==> src/rtl/lbm_pkg.sv <==
package lbm_pkg;

    // Layout code presented on the mode output
    typedef enum logic [1:0] {
        MODE_X16      = 2'd0,
        MODE_X16_REV  = 2'd1,
        MODE_X8X8     = 2'd2,
        MODE_X8X8_REV = 2'd3
    } bif_mode_e;

    // Strap inputs as seen on the strap port
    typedef struct packed {
        logic port_en;   // 0 = illegal combination
        logic single;    // 1 = one wide link, 0 = two half links
        logic fwd;       // 1 = forward lane order, 0 = mirrored
    } strap_t;

    // Latched configuration
    typedef struct packed {
        bif_mode_e  mode;
        logic [1:0] active;  // bit0 = A, bit1 = B
        logic       err;
    } bif_cfg_t;

    localparam bif_cfg_t CFG_RESET = '{mode: MODE_X16, active: 2'b01, err: 1'b0};

    function automatic logic mode_is_split(bif_mode_e m);
        return m == MODE_X8X8 || m == MODE_X8X8_REV;
    endfunction

    function automatic bif_cfg_t decode_strap(strap_t s);
        bif_cfg_t c;
        c = CFG_RESET;
        if (!s.port_en) begin
            c.err = 1'b1;
        end else begin
            unique case ({s.single, s.fwd})
                2'b11:   c.mode = MODE_X16;
                2'b10:   c.mode = MODE_X16_REV;
                2'b01:   c.mode = MODE_X8X8;
                default: c.mode = MODE_X8X8_REV;
            endcase
            c.active = mode_is_split(c.mode) ? 2'b11 : 2'b01;
        end
        return c;
    endfunction

endpackage

==> src/rtl/lbm_strap_latch.sv <==
module lbm_strap_latch
    import lbm_pkg::*;
(
    input  logic     clk,
    input  logic     rst,
    input  strap_t   strap,
    output bif_cfg_t cfg,
    output logic     latched
);

    always_ff @(posedge clk) begin
        if (rst) begin
            cfg     <= CFG_RESET;
            latched <= 1'b0;
        end else if (!latched) begin
            cfg     <= decode_strap(strap);
            latched <= 1'b1;
        end
    end

    AST_CFG_FROZEN: assert property (@(posedge clk) disable iff (rst)
        $past(latched) |-> $stable(cfg));

    AST_ERR_FALLBACK: assert property (@(posedge clk) disable iff (rst)
        cfg.err |-> (cfg.mode == MODE_X16 && cfg.active == 2'b01));

    AST_ERR_FROM_STRAP: assert property (@(posedge clk) disable iff (rst)
        $rose(latched) |-> (cfg.err == !$past(strap.port_en)));

    AST_MASK_MATCH: assert property (@(posedge clk) disable iff (rst)
        cfg.active == (mode_is_split(cfg.mode) ? 2'b11 : 2'b01));

endmodule

==> src/rtl/lbm_tx_xbar.sv <==
module lbm_tx_xbar
    import lbm_pkg::*;
#(
    parameter int NUM_LANES = 16,
    parameter int DATA_W    = 8
) (
    input  logic                               clk,
    input  logic                               rst,
    input  bif_mode_e                          mode,
    input  logic [NUM_LANES-1:0][DATA_W-1:0]   a_data,
    input  logic [NUM_LANES-1:0]               a_valid,
    input  logic [NUM_LANES/2-1:0][DATA_W-1:0] b_data,
    input  logic [NUM_LANES/2-1:0]             b_valid,
    output logic [NUM_LANES-1:0][DATA_W-1:0]   phy_data,
    output logic [NUM_LANES-1:0]               phy_valid
);

    localparam int HALF = NUM_LANES / 2;

    for (genvar p = 0; p < NUM_LANES; p++) begin : g_phy
        localparam int MIR = NUM_LANES - 1 - p;
        logic [DATA_W-1:0] d_nxt;
        logic              v_nxt;

        if (p < HALF) begin : g_lo
            localparam int BMIR = HALF - 1 - p;
            always_comb begin
                case (mode)
                    MODE_X16:     begin d_nxt = a_data[p];    v_nxt = a_valid[p];    end
                    MODE_X16_REV: begin d_nxt = a_data[MIR];  v_nxt = a_valid[MIR];  end
                    MODE_X8X8:    begin d_nxt = a_data[p];    v_nxt = a_valid[p];    end
                    default:      begin d_nxt = b_data[BMIR]; v_nxt = b_valid[BMIR]; end
                endcase
            end
        end else begin : g_hi
            localparam int BIDX = p - HALF;
            always_comb begin
                case (mode)
                    MODE_X16:     begin d_nxt = a_data[p];    v_nxt = a_valid[p];    end
                    MODE_X16_REV: begin d_nxt = a_data[MIR];  v_nxt = a_valid[MIR];  end
                    MODE_X8X8:    begin d_nxt = b_data[BIDX]; v_nxt = b_valid[BIDX]; end
                    default:      begin d_nxt = a_data[MIR];  v_nxt = a_valid[MIR];  end
                endcase
            end
        end

        always_ff @(posedge clk) begin
            if (rst) begin
                phy_data[p]  <= '0;
                phy_valid[p] <= 1'b0;
            end else begin
                phy_data[p]  <= d_nxt;
                phy_valid[p] <= v_nxt;
            end
        end
    end

    AST_TX_X16_PASS: assert property (@(posedge clk) disable iff (rst)
        (!$past(rst) && $past(mode) == MODE_X16) |-> (phy_valid == $past(a_valid)));

    AST_TX_X16REV_EDGE: assert property (@(posedge clk) disable iff (rst)
        (!$past(rst) && $past(mode) == MODE_X16_REV) |->
            (phy_data[0] == $past(a_data[NUM_LANES-1])));

    AST_TX_X8_UPPER: assert property (@(posedge clk) disable iff (rst)
        (!$past(rst) && $past(mode) == MODE_X8X8) |->
            (phy_valid[NUM_LANES-1:HALF] == $past(b_valid)));

endmodule

==> src/rtl/lbm_rx_xbar.sv <==
module lbm_rx_xbar
    import lbm_pkg::*;
#(
    parameter int NUM_LANES = 16,
    parameter int DATA_W    = 8
) (
    input  logic                               clk,
    input  logic                               rst,
    input  bif_mode_e                          mode,
    input  logic [NUM_LANES-1:0][DATA_W-1:0]   phy_data,
    input  logic [NUM_LANES-1:0]               phy_valid,
    output logic [NUM_LANES-1:0][DATA_W-1:0]   a_data,
    output logic [NUM_LANES-1:0]               a_valid,
    output logic [NUM_LANES/2-1:0][DATA_W-1:0] b_data,
    output logic [NUM_LANES/2-1:0]             b_valid
);

    localparam int HALF = NUM_LANES / 2;

    // Controller A: all sixteen logical lanes
    for (genvar l = 0; l < NUM_LANES; l++) begin : g_a
        localparam int MIR = NUM_LANES - 1 - l;
        logic [DATA_W-1:0] d_nxt;
        logic              v_nxt;

        if (l < HALF) begin : g_lo
            always_comb begin
                case (mode)
                    MODE_X16, MODE_X8X8: begin d_nxt = phy_data[l];   v_nxt = phy_valid[l];   end
                    default:             begin d_nxt = phy_data[MIR]; v_nxt = phy_valid[MIR]; end
                endcase
            end
        end else begin : g_hi
            always_comb begin
                case (mode)
                    MODE_X16:     begin d_nxt = phy_data[l];   v_nxt = phy_valid[l];   end
                    MODE_X16_REV: begin d_nxt = phy_data[MIR]; v_nxt = phy_valid[MIR]; end
                    default:      begin d_nxt = '0;            v_nxt = 1'b0;           end
                endcase
            end
        end

        always_ff @(posedge clk) begin
            if (rst) begin
                a_data[l]  <= '0;
                a_valid[l] <= 1'b0;
            end else begin
                a_data[l]  <= d_nxt;
                a_valid[l] <= v_nxt;
            end
        end
    end

    // Controller B: eight logical lanes, live only in split layouts
    for (genvar l = 0; l < HALF; l++) begin : g_b
        localparam int UP  = HALF + l;
        localparam int MIR = HALF - 1 - l;
        logic [DATA_W-1:0] d_nxt;
        logic              v_nxt;

        always_comb begin
            case (mode)
                MODE_X8X8:     begin d_nxt = phy_data[UP];  v_nxt = phy_valid[UP];  end
                MODE_X8X8_REV: begin d_nxt = phy_data[MIR]; v_nxt = phy_valid[MIR]; end
                default:       begin d_nxt = '0;            v_nxt = 1'b0;           end
            endcase
        end

        always_ff @(posedge clk) begin
            if (rst) begin
                b_data[l]  <= '0;
                b_valid[l] <= 1'b0;
            end else begin
                b_data[l]  <= d_nxt;
                b_valid[l] <= v_nxt;
            end
        end
    end

    AST_RX_B_IDLE: assert property (@(posedge clk) disable iff (rst)
        (!$past(rst) && !mode_is_split($past(mode))) |-> (b_valid == '0 && b_data == '0));

    AST_RX_A_UPPER_IDLE: assert property (@(posedge clk) disable iff (rst)
        (!$past(rst) && mode_is_split($past(mode))) |-> (a_valid[NUM_LANES-1:HALF] == '0));

    AST_RX_X8REV_B0: assert property (@(posedge clk) disable iff (rst)
        (!$past(rst) && $past(mode) == MODE_X8X8_REV) |->
            (b_data[0] == $past(phy_data[HALF-1]) && b_valid[0] == $past(phy_valid[HALF-1])));

    AST_RX_X16_LANE0: assert property (@(posedge clk) disable iff (rst)
        (!$past(rst) && $past(mode) == MODE_X16) |-> (a_data[0] == $past(phy_data[0])));

endmodule

==> src/rtl/lane_bifurcation_mapper.sv <==
module lane_bifurcation_mapper
    import lbm_pkg::*;
#(
    parameter int NUM_LANES = 16,
    parameter int DATA_W    = 8
) (
    input  logic                               clk,
    input  logic                               rst,
    input  logic [2:0]                         strap,
    input  logic [NUM_LANES-1:0][DATA_W-1:0]   a_tx_data,
    input  logic [NUM_LANES-1:0]               a_tx_valid,
    input  logic [NUM_LANES/2-1:0][DATA_W-1:0] b_tx_data,
    input  logic [NUM_LANES/2-1:0]             b_tx_valid,
    output logic [NUM_LANES-1:0][DATA_W-1:0]   phy_tx_data,
    output logic [NUM_LANES-1:0]               phy_tx_valid,
    input  logic [NUM_LANES-1:0][DATA_W-1:0]   phy_rx_data,
    input  logic [NUM_LANES-1:0]               phy_rx_valid,
    output logic [NUM_LANES-1:0][DATA_W-1:0]   a_rx_data,
    output logic [NUM_LANES-1:0]               a_rx_valid,
    output logic [NUM_LANES/2-1:0][DATA_W-1:0] b_rx_data,
    output logic [NUM_LANES/2-1:0]             b_rx_valid,
    output logic [1:0]                         mode,
    output logic [1:0]                         ctrl_active,
    output logic                               strap_err
);

    bif_cfg_t cfg;
    logic     cfg_latched;

    lbm_strap_latch u_latch (
        .clk     (clk),
        .rst     (rst),
        .strap   (strap_t'(strap)),
        .cfg     (cfg),
        .latched (cfg_latched)
    );

    lbm_tx_xbar #(.NUM_LANES(NUM_LANES), .DATA_W(DATA_W)) u_tx (
        .clk       (clk),
        .rst       (rst),
        .mode      (cfg.mode),
        .a_data    (a_tx_data),
        .a_valid   (a_tx_valid),
        .b_data    (b_tx_data),
        .b_valid   (b_tx_valid),
        .phy_data  (phy_tx_data),
        .phy_valid (phy_tx_valid)
    );

    lbm_rx_xbar #(.NUM_LANES(NUM_LANES), .DATA_W(DATA_W)) u_rx (
        .clk       (clk),
        .rst       (rst),
        .mode      (cfg.mode),
        .phy_data  (phy_rx_data),
        .phy_valid (phy_rx_valid),
        .a_data    (a_rx_data),
        .a_valid   (a_rx_valid),
        .b_data    (b_rx_data),
        .b_valid   (b_rx_valid)
    );

    assign mode        = cfg.mode;
    assign ctrl_active = cfg.active;
    assign strap_err   = cfg.err;

    AST_RESET_CFG: assert property (@(posedge clk)
        $past(rst) |-> (mode == 2'd0 && ctrl_active == 2'b01 && !strap_err))
        else if (!cfg_latched) ;

endmodule

==> config.mk <==
export PLATFORM = sky130hd
export DESIGN_NAME = lane_bifurcation_mapper
export DESIGN_NICKNAME = d
export VERILOG_FILES = /design/src/rtl/lbm_pkg.sv /design/src/rtl/lbm_strap_latch.sv /design/src/rtl/lbm_tx_xbar.sv /design/src/rtl/lbm_rx_xbar.sv /design/src/rtl/lane_bifurcation_mapper.sv
export SDC_FILE = /design/constraint.sdc
export NUM_CORES = 1
export LEC_CHECK = 0
export BUFFER_PORTS_ARGS = -buffer_cell sky130_fd_sc_hd__buf_2
export CAP_MARGIN = 20
export CORE_AREA = 2 2 284 286
export DETAILED_ROUTE_END_ITERATION = 8
export DIE_AREA = 0 0 286 288
export PLACE_DENSITY = 0.32
export SLEW_MARGIN = 30
export SYNTH_ARGS = -nofsm -noshare
export SYNTH_HDL_FRONTEND = slang
export SYNTH_SLANG_ARGS = --single-unit
export TNS_END_PERCENT = 50
==> constraint.sdc <==
create_clock -name clk -period 1.34 [get_ports clk]
set_clock_uncertainty 0.05 [all_clocks]
set_input_delay 0.134 -clock clk [delete_from_list [all_inputs] [get_ports clk]]
set_output_delay 0.134 -clock clk [all_outputs]
set_load 0.02 [all_outputs]
==> key figures, run 1 <==
Status
  • Status: finished, violations left
  • Failing checks: setup timing

Synth
  • YS warnings: 0
  • Yosys top cell area share: 0.576
  • Mapped Nets: 1,561
  • Mapped Area: 12,700 sq um
  • Distinct cells, synth: 18
  • Seq/Total Area, Yosys: 0.576
  • Post-Syn Instances: 1,196
  • Synth area leader: dfxtp_1
  • Synth Register Bits: 364
  • Top cells by area, synth: dfxtp_1 (58%), mux2i_1 (17%), a211oi_1 (8.5%)
  • Synthesized area per cell: 10.6 sq um

Floorplanning
  • IO Pins: 730
  • # rows: 104
  • Die Wd: 286 um
  • Die H: 288 um
  • Initial Util: 0.159
  • Die area: 82,400 sq um
  • Core ar.: 79,600 sq um

Setup path
  • Critical setup path kind: reg2out
  • Critical Path Sink Type: output port
  • Crit path max-delay cell type: dfxtp_4
  • FF-to-FF path depth: 6
  • CP required: 1.16 ns
  • Slowest Stage Delay on Critical Path: 0.35 ns
  • Crit-path max FO: 4
  • Critical Path AT: 1.32 ns
  • Worst Setup Start Kind: flop
  • Worst-path cell chain: buf_12 > buf_16 > buf_8

Global routing
  • Congestion Overflow GR: 0
  • First-pass GRT wire length: 95.0 mm
  • Vias in the first global route: 14,659
  • Initial antenna violation count: 5
  • Largest net degree at the start of global routing: 47
  • Overall global routing resource usage: 0.155

Routing
  • Pre-Repair DR Iteration Count: 6
  • Initial DRC count: 371
  • DRC violations left: 0
  • WL/cell: 19.5 um
  • Final WL: 68.2 mm
  • Vias: 13,674
  • Mean number of vias per cell: 3.91
  • Final ANT Viol Nets: 0

Finish
  • Number of fill cells: 8,192
  • Nets@finish: 2,768
  • Final std cells w/o fill: 3,499
  • Area grow syn2layout: 111%
  • Share of post-route cells with drive strength above 1: 0.497
  • Final Util: 0.335

Power
  • Sw Ratio: 0.280
  • P_leak: 11.6 nW
  • Comb pwr share: 0.200
  • P_int: 21.6 mW
  • Clock power frac: 0.411
  • Max IR drop VDD: 0.000773 V
  • PwrDens: 1130 nW/um^2
  • Final Total Pwr: 30.0 mW
  • NetSw: 8.40 mW
  • Sequential share of power: 0.389

Timing
  • Final WS setup: -0.165 ns
  • Total negative slack: -16.00 ns
  • Fin. max-slew vios: 0
  • Setup-failing EPs final: 277
  • Final hold violations: 0
  • RSZ-0062 raised after global routing: yes
  • Fin crit period: 1.51 ns
  • FMAX: 664 MHz
  • Final Cycle Share: 1.12

Min path
  • Hold depth: 4
  • Worst hold path type: in2reg

Place
  • Gp weighted congestion: 0.811
  • Post-Place Cells: 2,987
  • Buffers on Ports: 728
  • DP HPWL: 47.1 mm

Clock network
  • TritonCTS Buffers: 46
  • Reg clk slew, reported paths: 0.06 ns
  • TritonCTS clock tree: yes
  • CTS Root Cell: clkbuf_16
  • Clock latency at the later pin of the worst-skew pair: 0.58 ns
  • Max Buffers Root-to-Sink: 3
  • Sink Count: 364
  • Max H-tree Level: 2

Job
  • Max-Cap Viols: 0
==> final timing paths <==
| path | startpoint | to | slack [ns] |
|---|---|---|---|
| worst max-delay path | u_latch.cfg[3] | mode[0] | -0.17 |
| worst min-delay path | a_tx_data[90] | u_tx.phy_data[90] | 0.04 |
| worst max register to register | u_latch.cfg[2] | u_tx.phy_data[101] | -0.14 |
| worst min register to register | u_latch.cfg[0] | u_latch.cfg[0] | 0.42 |
==> stage by stage <==
stage,area (sq um),hold slack (ns),setup WS (ns)
floorplan,12700,0.228,0.00650
global placement,18300,0.331,-0.256
detailed placement,18300,0.336,-0.280
CTS,25600,0.00458,-0.231
global route,26700,0.0303,-0.236
finish,26700,0.0357,-0.165
==> critical path: cells and delay by family, from the launching register on <==
kind                   cells  cell delay [ns]
DFF                        1             0.35
buffers and inverters      3             0.40
==> logic make-up after synthesis <==
logic type / synth area share
DFF: 0.576
and+or+nand+nor: 0.125
other: 0.000296
AOI/OAI and AO/OA: 0.0866
buffers and inverters: 0.0415
muxes: 0.171
==> cells in the mapped netlist <==
| library cell | n |
|---|---|
| a211oi_1 | 144 |
| a21oi_1 | 3 |
| buf_1 | 6 |
| buf_2 | 36 |
| buf_4 | 12 |
| buf_6 | 8 |
| clkbuf_1 | 36 |
| conb_1 | 1 |
| dfxtp_1 | 364 |
| inv_1 | 1 |
| inv_2 | 1 |
| mux2i_1 | 216 |
| nand2_1 | 3 |
| nand2b_1 | 1 |
| nor2_1 | 288 |
| nor2b_1 | 72 |
| or2_2 | 2 |
| or3b_2 | 2 |
==> power groups by stage <==
stage               Clock, mW  Combinational, mW  Sequential [mW]
floorplan                   0               1.13             12.7
global placement            0               4.03             11.9
detailed placement          0               4.04             11.9
CTS                      12.8               5.68             11.7
global route             13.2               6.36             11.7
finish                   12.3               5.99             11.7
==> layout by cell type, fill, tap and decap left out, drive strengths merged <==
cell type,instances
buf,886
dfxtp,364
dlygate4sd3,361
nor2,288
mux2i,216
a211oi,144
clkbuf,77
nor2b,72
clkinv,6
diode,4
inv,4
nand2,3
bufbuf,3
a21oi,3
or2,2
or3b,2
nand2b,1
conb,1
clkinvlp,1
bufinv,1
==> state kept, by name, summed over array words and instances, names as in the netlist <==
| name | flops |
|---|---|
| u_latch.cfg | 3 |
| u_latch.latched | 1 |
| u_rx.a_data | 128 |
| u_rx.a_valid | 16 |
| u_rx.b_data | 64 |
| u_rx.b_valid | 8 |
| u_tx.phy_data | 128 |
| u_tx.phy_valid | 16 |
==> cell type report <==
class / count / area, sq um / area share
tap: 1060 / 1330 / 0.0498
inverter: 2 / 20.0 / 0.000751
sequential: 364 / 7320 / 0.274
antenna: 4 / 10.0 / 0.000375
timing repair buffer: 1257 / 9950 / 0.373
clock buffer: 70 / 1360 / 0.0511
multi-input combinational: 732 / 6540 / 0.245
clock inverter: 10 / 134 / 0.00502
==> metal layers <==
metal  global-route usage  up-vias  share of wire
met2                0.283      518           0.51
met1                0.168     6524           0.38
met4               0.0518        2          0.031
met5                    0        -        0.00019
met3               0.0498      106          0.080
li1                     -     6524              -
==> repair_timing <==
action                                  4_1_cts  5_1_grt
endpoints found under the setup margin      211      367
pin swaps                                    61       25
resized for setup                           311      153
endpoints found under the hold margin       363        6
buffers inserted                             39       12
cloned                                       21        6
hold buffers                                355        6
Power figures use the tool's default switching activity.
==> inputs of run 2 (changes only) <==
--- a/config.mk
+++ b/config.mk
@@ -10,7 +10,7 @@
 export CORE_AREA = 2 2 284 286
 export DETAILED_ROUTE_END_ITERATION = 8
 export DIE_AREA = 0 0 286 288
-export PLACE_DENSITY = 0.32
+export PLACE_DENSITY = 0.43
 export SLEW_MARGIN = 30
 export SYNTH_ARGS = -nofsm -noshare
 export SYNTH_HDL_FRONTEND = slang
==> key figures, run 2 (synthesis results as in run 1) <==
Finish
  • Final Cell Area: 25,300 sq um (-5.1%)
  • Share of post-route cells with drive strength above 1: 0.465 (-0.0324)
  • Largest regs: u_rx.a_data (128), u_tx.phy_data (128), u_rx.b_data (64)
  • Commonest non-fill, non-tap cell in the layout: buf_2
  • Most frequent cells in the layout: buf_2 (705), dlygate4sd3_1 (364), dfxtp_1 (350)
  • Area grow syn2layout: 100%
  • Nets@finish: 2,718 (-1.8%)
  • Number of fill cells: 8,099 (-1.1%)
  • FF+latch area: 7320 sq um (about the same)
  • Area occupied by multi-input gates: 6060 sq um (-7.4%)

Floorplanning
  • Die Wd: 286 um (unchanged)
  • Core ar.: 79,600 sq um (unchanged)
  • IO Pins: 730 (unchanged)
  • Die area: 82,400 sq um (unchanged)
  • Die H: 288 um (unchanged)
  • # rows: 104 (unchanged)
  • Initial Util: 0.159 (unchanged)

Power
  • P_leak: 11.1 nW (-3.9%)
  • PwrDens: 1170 nW/um^2 (+3.6%)
  • Max IR drop VDD: 0.000943 V (+22%)
  • Final Total Pwr: 29.5 mW (-1.7%)

Timing
  • Final hold violations: 0 (unchanged)
  • Final Cycle Share: 1.13 (+0.0105)
  • Total negative slack: -15.80 ns (+0.196 ns)
  • Final WS setup: -0.179 ns (-0.0140 ns)
  • Worst-Margin Slew: 0.525 ns
  • Fin Hold WS: 0.304 ns (+0.268 ns)
  • Setup-failing EPs final: 238 (-14%)
  • Fin. max-slew vios: 0 (unchanged)
  • Fin crit period: 1.52 ns (+0.0140 ns)
  • Max_slew headroom: 0.650
  • FMAX: 658 MHz (-0.92%)
  • RSZ-0062 raised after global routing: yes

Status
  • Status: finished, violations left
  • Failing checks: setup timing

Setup path
  • Setup slack, reg-to-reg: -0.18 ns (-0.04 ns)
  • FF-to-FF path depth: 5 (-1)
  • CP most frequent cell: buf_16
  • Critical Path AT: 1.90 ns (+0.58 ns)
  • Cell family with most CP delay: buffers and inverters
  • Crit path max-delay cell type: dfxtp_4
  • Crit-path max FO: 8 (+4)
  • Critical setup path kind: reg2reg
  • Worst r2r src: u_latch.cfg[2]
  • Buf+Inv Stages, Crit Path: 3 (unchanged)
  • Slowest Stage Delay on Critical Path: 0.37 ns (+0.02 ns)
  • Worst-path cell chain: buf_12 > buf_16 > buf_16 > mux2i_4 > a211oi_1
  • Worst Setup Start Kind: flop
  • Critical Path Sink Type: flop
  • Reg-to-reg critical path endpoint: u_tx.phy_data[45]
  • CP required: 1.72 ns (+0.56 ns)

Place
  • DP HPWL: 39.8 mm (-15%)
  • Gp weighted congestion: 0.826 (+1.9%)
  • Placed Area: 18,000 sq um (-1.1%)
  • Buffers on Ports: 728 (unchanged)
  • Dpl ws: -0.161 ns (+0.119 ns)

Global routing
  • First-pass GRT wire length: 83.8 mm (-12%)
  • Initial antenna violation count: 2 (-3)
  • Largest net degree at the start of global routing: 65 (+38%)
  • Overall global routing resource usage: 0.131 (-0.0245)
  • Congestion Overflow GR: 0 (unchanged)
  • Vias in the first global route: 14,213 (-3.0%)

Clock network
  • CTS Root Cell: clkbuf_16
  • Max H-tree Level: 2 (unchanged)
  • Reg clk slew, reported paths: 0.06 ns (about the same)
  • Max Buffers Root-to-Sink: 3 (unchanged)
  • Clock latency at the later pin of the worst-skew pair: 0.57 ns (about the same)
  • Sink Count: 364 (unchanged)
  • TritonCTS Buffers: 43 (-6.5%)
  • TritonCTS clock tree: yes

Job
  • Max-Cap Viols: 0 (unchanged)

Routing
  • Initial DRC count: 394 (+6.2%)
  • Vias: 13,485 (-1.4%)
  • WL/cell: 17.5 um (-10%)
  • Mean number of vias per cell: 3.91 (+0.16%)
  • Final ANT Viol Nets: 0 (unchanged)
  • Final WL: 60.4 mm (-11%)
  • DRC violations left: 0 (unchanged)
  • Pre-Repair DR Iteration Count: 5 (-1)

Min path
  • Hold Path End: u_rx.a_data[18]
  • Hold depth: 4 (unchanged)
  • Hold Crit Start: phy_rx_data[18]
  • Worst hold path type: in2reg
## run 2: worst reg2reg max path, stage by stage (launching register included)
cell and delay, ns:
dfxtp_4 0.37, buf_12 0.12, buf_16 0.18, buf_16 0.23, mux2i_4 0.32, a211oi_1 0.11
## run 2: area by class of cell
type | instances | area share
repair buffers | 1209 | 0.359
flip-flops and latches | 364 | 0.289
multi-input cells | 733 | 0.240
well taps | 1060 | 0.0524
clock buffers | 58 | 0.0492
clock inverters | 17 | 0.00949
inverters | 2 | 0.000495
diodes | 2 | 0.000198
## run 2: how the worst max path moves through the flow
stage	from	endpoint	slack, ns	cells past startpoint
final	u_latch.cfg[2]	u_tx.phy_data[45]	-0.18	5
after CTS	u_latch.cfg[3]	mode[0]	-0.23	3
after detailed placement	u_latch.cfg[2]	u_tx.phy_data[45]	-0.16	4
after floorplan	u_latch.cfg[2]	u_tx.phy_data[10]	0.007	4
after global placement	u_latch.cfg[2]	u_tx.phy_data[45]	-0.17	4
after global routing	u_latch.cfg[3]	mode[0]	-0.23	3
## run 2: metrics by stage
step	util	cells
3_5_place_dp	0.227	2970
5_1_grt	0.318	3445
6_report	0.318	3445
3_3_place_gp	0.227	2970
4_1_cts	0.305	3424
2_1_floorplan	-	1196
## run 2: what timing repair did
item                                   CTS  global route
endpoints found under the hold margin  364             0
buffers inserted                         9             9
pin swaps                               35            31
cloned                                   6            10
hold buffers                           364             0
setup endpoints to repair              146           343
resized for setup                      182           147
## run 2: per-layer routing
layer | vias to the layer above | global-route usage | share of wire
li1 | 6391 | - | -
met1 | 6418 | 0.140 | 0.38
met2 | 553 | 0.240 | 0.51
met3 | 123 | 0.0371 | 0.070
met4 | 0 | 0.0518 | 0.037
met5 | - | 0 | 0
## run 2: power breakdown
group | switching (mW) | total, mW | internal, mW
Clock | 4.89 | 12.4 | 7.47
Combinational | 2.84 | 5.47 | 2.63
Sequential | 0.205 | 11.7 | 11.5
==> inputs of run 3 (changes only) <==
--- a/config.mk
+++ b/config.mk
@@ -5,9 +5,11 @@
 export SDC_FILE = /design/constraint.sdc
 export NUM_CORES = 1
 export LEC_CHECK = 0
+export ABC_CLOCK_PERIOD_IN_PS = 1340
 export BUFFER_PORTS_ARGS = -buffer_cell sky130_fd_sc_hd__buf_2
 export CAP_MARGIN = 20
 export CORE_AREA = 2 2 284 286
+export CTS_BUF_LIST = sky130_fd_sc_hd__clkbuf_16
 export DETAILED_ROUTE_END_ITERATION = 8
 export DIE_AREA = 0 0 286 288
 export PLACE_DENSITY = 0.43
==> key figures, run 3 (synthesis results as in run 1) <==
Finish
  • Nets@finish: 2,728 (+0.37%)
  • Most frequent cells in the layout: buf_2 (705), dlygate4sd3_1 (364), dfxtp_1 (349)
  • Final Util: 0.319 (+0.00134)
  • Final Cell Area: 25,400 sq um (+0.42%)
  • Largest regs: u_rx.a_data (128), u_tx.phy_data (128), u_rx.b_data (64)
  • Final std cells w/o fill: 3,455 (+0.29%)
  • Area grow syn2layout: 101%
  • Share of post-route cells with drive strength above 1: 0.461 (-0.00319)
  • Commonest non-fill, non-tap cell in the layout: buf_2
  • Number of fill cells: 8,101 (+0.025%)

Clock network
  • CTS Root Cell: clkbuf_16
  • Clock latency at the later pin of the worst-skew pair: 0.57 ns (about the same)
  • TritonCTS clock tree: yes
  • Sink Count: 364 (unchanged)
  • Reg clk slew, reported paths: 0.06 ns (about the same)
  • Max Buffers Root-to-Sink: 3 (unchanged)
  • Max H-tree Level: 2 (unchanged)
  • TritonCTS Buffers: 43 (unchanged)

Global routing
  • Largest net degree at the start of global routing: 65 (unchanged)
  • Vias in the first global route: 14,178 (-0.25%)
  • Congestion Overflow GR: 0 (unchanged)
  • Initial antenna violation count: 2 (unchanged)
  • Overall global routing resource usage: 0.130 (-0.000303)
  • First-pass GRT wire length: 83.6 mm (-0.29%)

Timing
  • FMAX: 651 MHz (-1.2%)
  • Final Cycle Share: 1.15 (+0.0133)
  • Max_slew headroom: 0.649 (-0.00109)
  • Final hold violations: 0 (unchanged)
  • Fin crit period: 1.54 ns (+0.0178 ns)
  • RSZ-0062 raised after global routing: yes
  • Fin. max-slew vios: 0 (unchanged)
  • Worst-Margin Slew: 0.526 ns (+0.00164 ns)
  • Setup-failing EPs final: 243 (+2.1%)
  • Fin Hold WS: 0.305 ns (+0.00154 ns)
  • Final WS setup: -0.197 ns (-0.0178 ns)

Place
  • Post-Place Cells: 2,970 (unchanged)
  • DP HPWL: 39.8 mm (unchanged)
  • Gp weighted congestion: 0.826 (unchanged)
  • Buffers on Ports: 728 (unchanged)
  • Placed Area: 18,000 sq um (unchanged)

Setup path
  • Critical Path Sink Type: flop
  • Crit path max-delay cell type: dfxtp_4
  • Worst-path cell chain: buf_12 > buf_16 > buf_16 > mux2i_4 > a211oi_1
  • Reg-to-reg critical path endpoint: u_tx.phy_data[45]
  • Worst r2r src: u_latch.cfg[2]
  • Critical setup path kind: reg2reg
  • Cell family with most CP delay: buffers and inverters
  • Buf+Inv Stages, Crit Path: 3 (unchanged)
  • CP required: 1.72 ns (about the same)
  • Worst Setup Start Kind: flop
  • Critical Path AT: 1.92 ns (+0.02 ns)
  • Setup slack, reg-to-reg: -0.20 ns (-0.02 ns)
  • FF-to-FF path depth: 5 (unchanged)
  • Cell depth of the worst setup path: 5 (unchanged)
  • Crit-path max FO: 8 (unchanged)
  • CP most frequent cell: buf_16
  • Slowest Stage Delay on Critical Path: 0.37 ns (about the same)

Floorplanning
  • # rows: 104 (unchanged)
  • Initial Util: 0.159 (unchanged)
  • Die Wd: 286 um (unchanged)
  • Core ar.: 79,600 sq um (unchanged)
  • Die area: 82,400 sq um (unchanged)
  • IO Pins: 730 (unchanged)
  • Die H: 288 um (unchanged)

Power
  • P_leak: 11.2 nW (+0.41%)
  • PwrDens: 1140 nW/um^2 (-2.0%)
  • Max IR drop VDD: 0.000938 V (-0.61%)

Routing
  • WL/cell: 17.8 um (+1.6%)
  • DRC violations left: 0 (unchanged)
  • Vias: 13,551 (+0.49%)
  • Final WL: 61.6 mm (+1.9%)
  • Initial DRC count: 476 (+21%)
  • Mean number of vias per cell: 3.92 (+0.20%)
  • Final ANT Viol Nets: 0 (unchanged)
  • Pre-Repair DR Iteration Count: 4 (-1)

Status
  • Status: finished, violations left
  • Failing checks: setup timing

Min path
  • Hold Crit Start: phy_rx_data[18]
  • Hold depth: 4 (unchanged)
  • Hold Path End: u_rx.a_data[18]
  • Worst hold path type: in2reg

Job
  • Max-Cap Viols: 0 (unchanged)
run 3: cell type report:
type | instances | area (sq um) | area share
diodes | 2 | 5.00 | 0.000197
clock buffers | 44 | 1100 | 0.0433
clock inverters | 31 | 293 | 0.0115
inverters | 2 | 12.5 | 0.000492
multi-input cells | 735 | 6100 | 0.240
flip-flops and latches | 364 | 7320 | 0.288
well taps | 1060 | 1330 | 0.0522
repair buffers | 1217 | 9250 | 0.364
run 3: worst max-delay path by stage:
stage / startpoint / to / slack [ns]
finish: u_latch.cfg[2] / u_tx.phy_data[45] / -0.20
CTS: u_latch.cfg[3] / mode[0] / -0.23
floorplan: u_latch.cfg[2] / u_tx.phy_data[10] / 0.007
global route: u_latch.cfg[3] / mode[0] / -0.23
detailed placement: u_latch.cfg[2] / u_tx.phy_data[45] / -0.16
global placement: u_latch.cfg[2] / u_tx.phy_data[45] / -0.17
run 3: what timing repair did:
item,in CTS,in global routing
cloned,6,17
pin swaps,35,31
hold buffers,364,0
endpoints found under the hold margin,364,0
gates resized for setup,184,149
buffers inserted,9,12
endpoints found under the setup margin,147,342
run 3: tightest hold or removal path: stages:
cell and delay [ns]:
dlygate4sd3_1 0.51, buf_2 0.11, mux2i_1 0.06, nor2_1 0.07
run 3: metal layers:
| layer | track usage | up-vias | share of wire |
|---|---|---|---|
| li1 | - | 6421 | - |
| met1 | 0.140 | 6424 | 0.38 |
| met2 | 0.239 | 579 | 0.51 |
| met3 | 0.0367 | 127 | 0.072 |
| met4 | 0.0529 | 0 | 0.038 |
| met5 | 0 | - | 0 |
run 3: power by group:
part           total [mW]  switching [mW]  leakage [nW]  internal, mW
Clock                11.8            4.90         0.707          6.92
Sequential           11.7           0.208          3.02          11.5
Combinational        5.55            2.87          7.44          2.68
run 3: metrics by stage:
step	setup WS (ns)	power, mW	setup TNS, ns
floorplan	0.00650	13.8	0
global placement	-0.169	15.7	-2.83
detailed placement	-0.161	15.7	-3.33
CTS	-0.232	29.0	-30.17
global route	-0.233	30.1	-34.64
finish	-0.197	29.0	-17.62
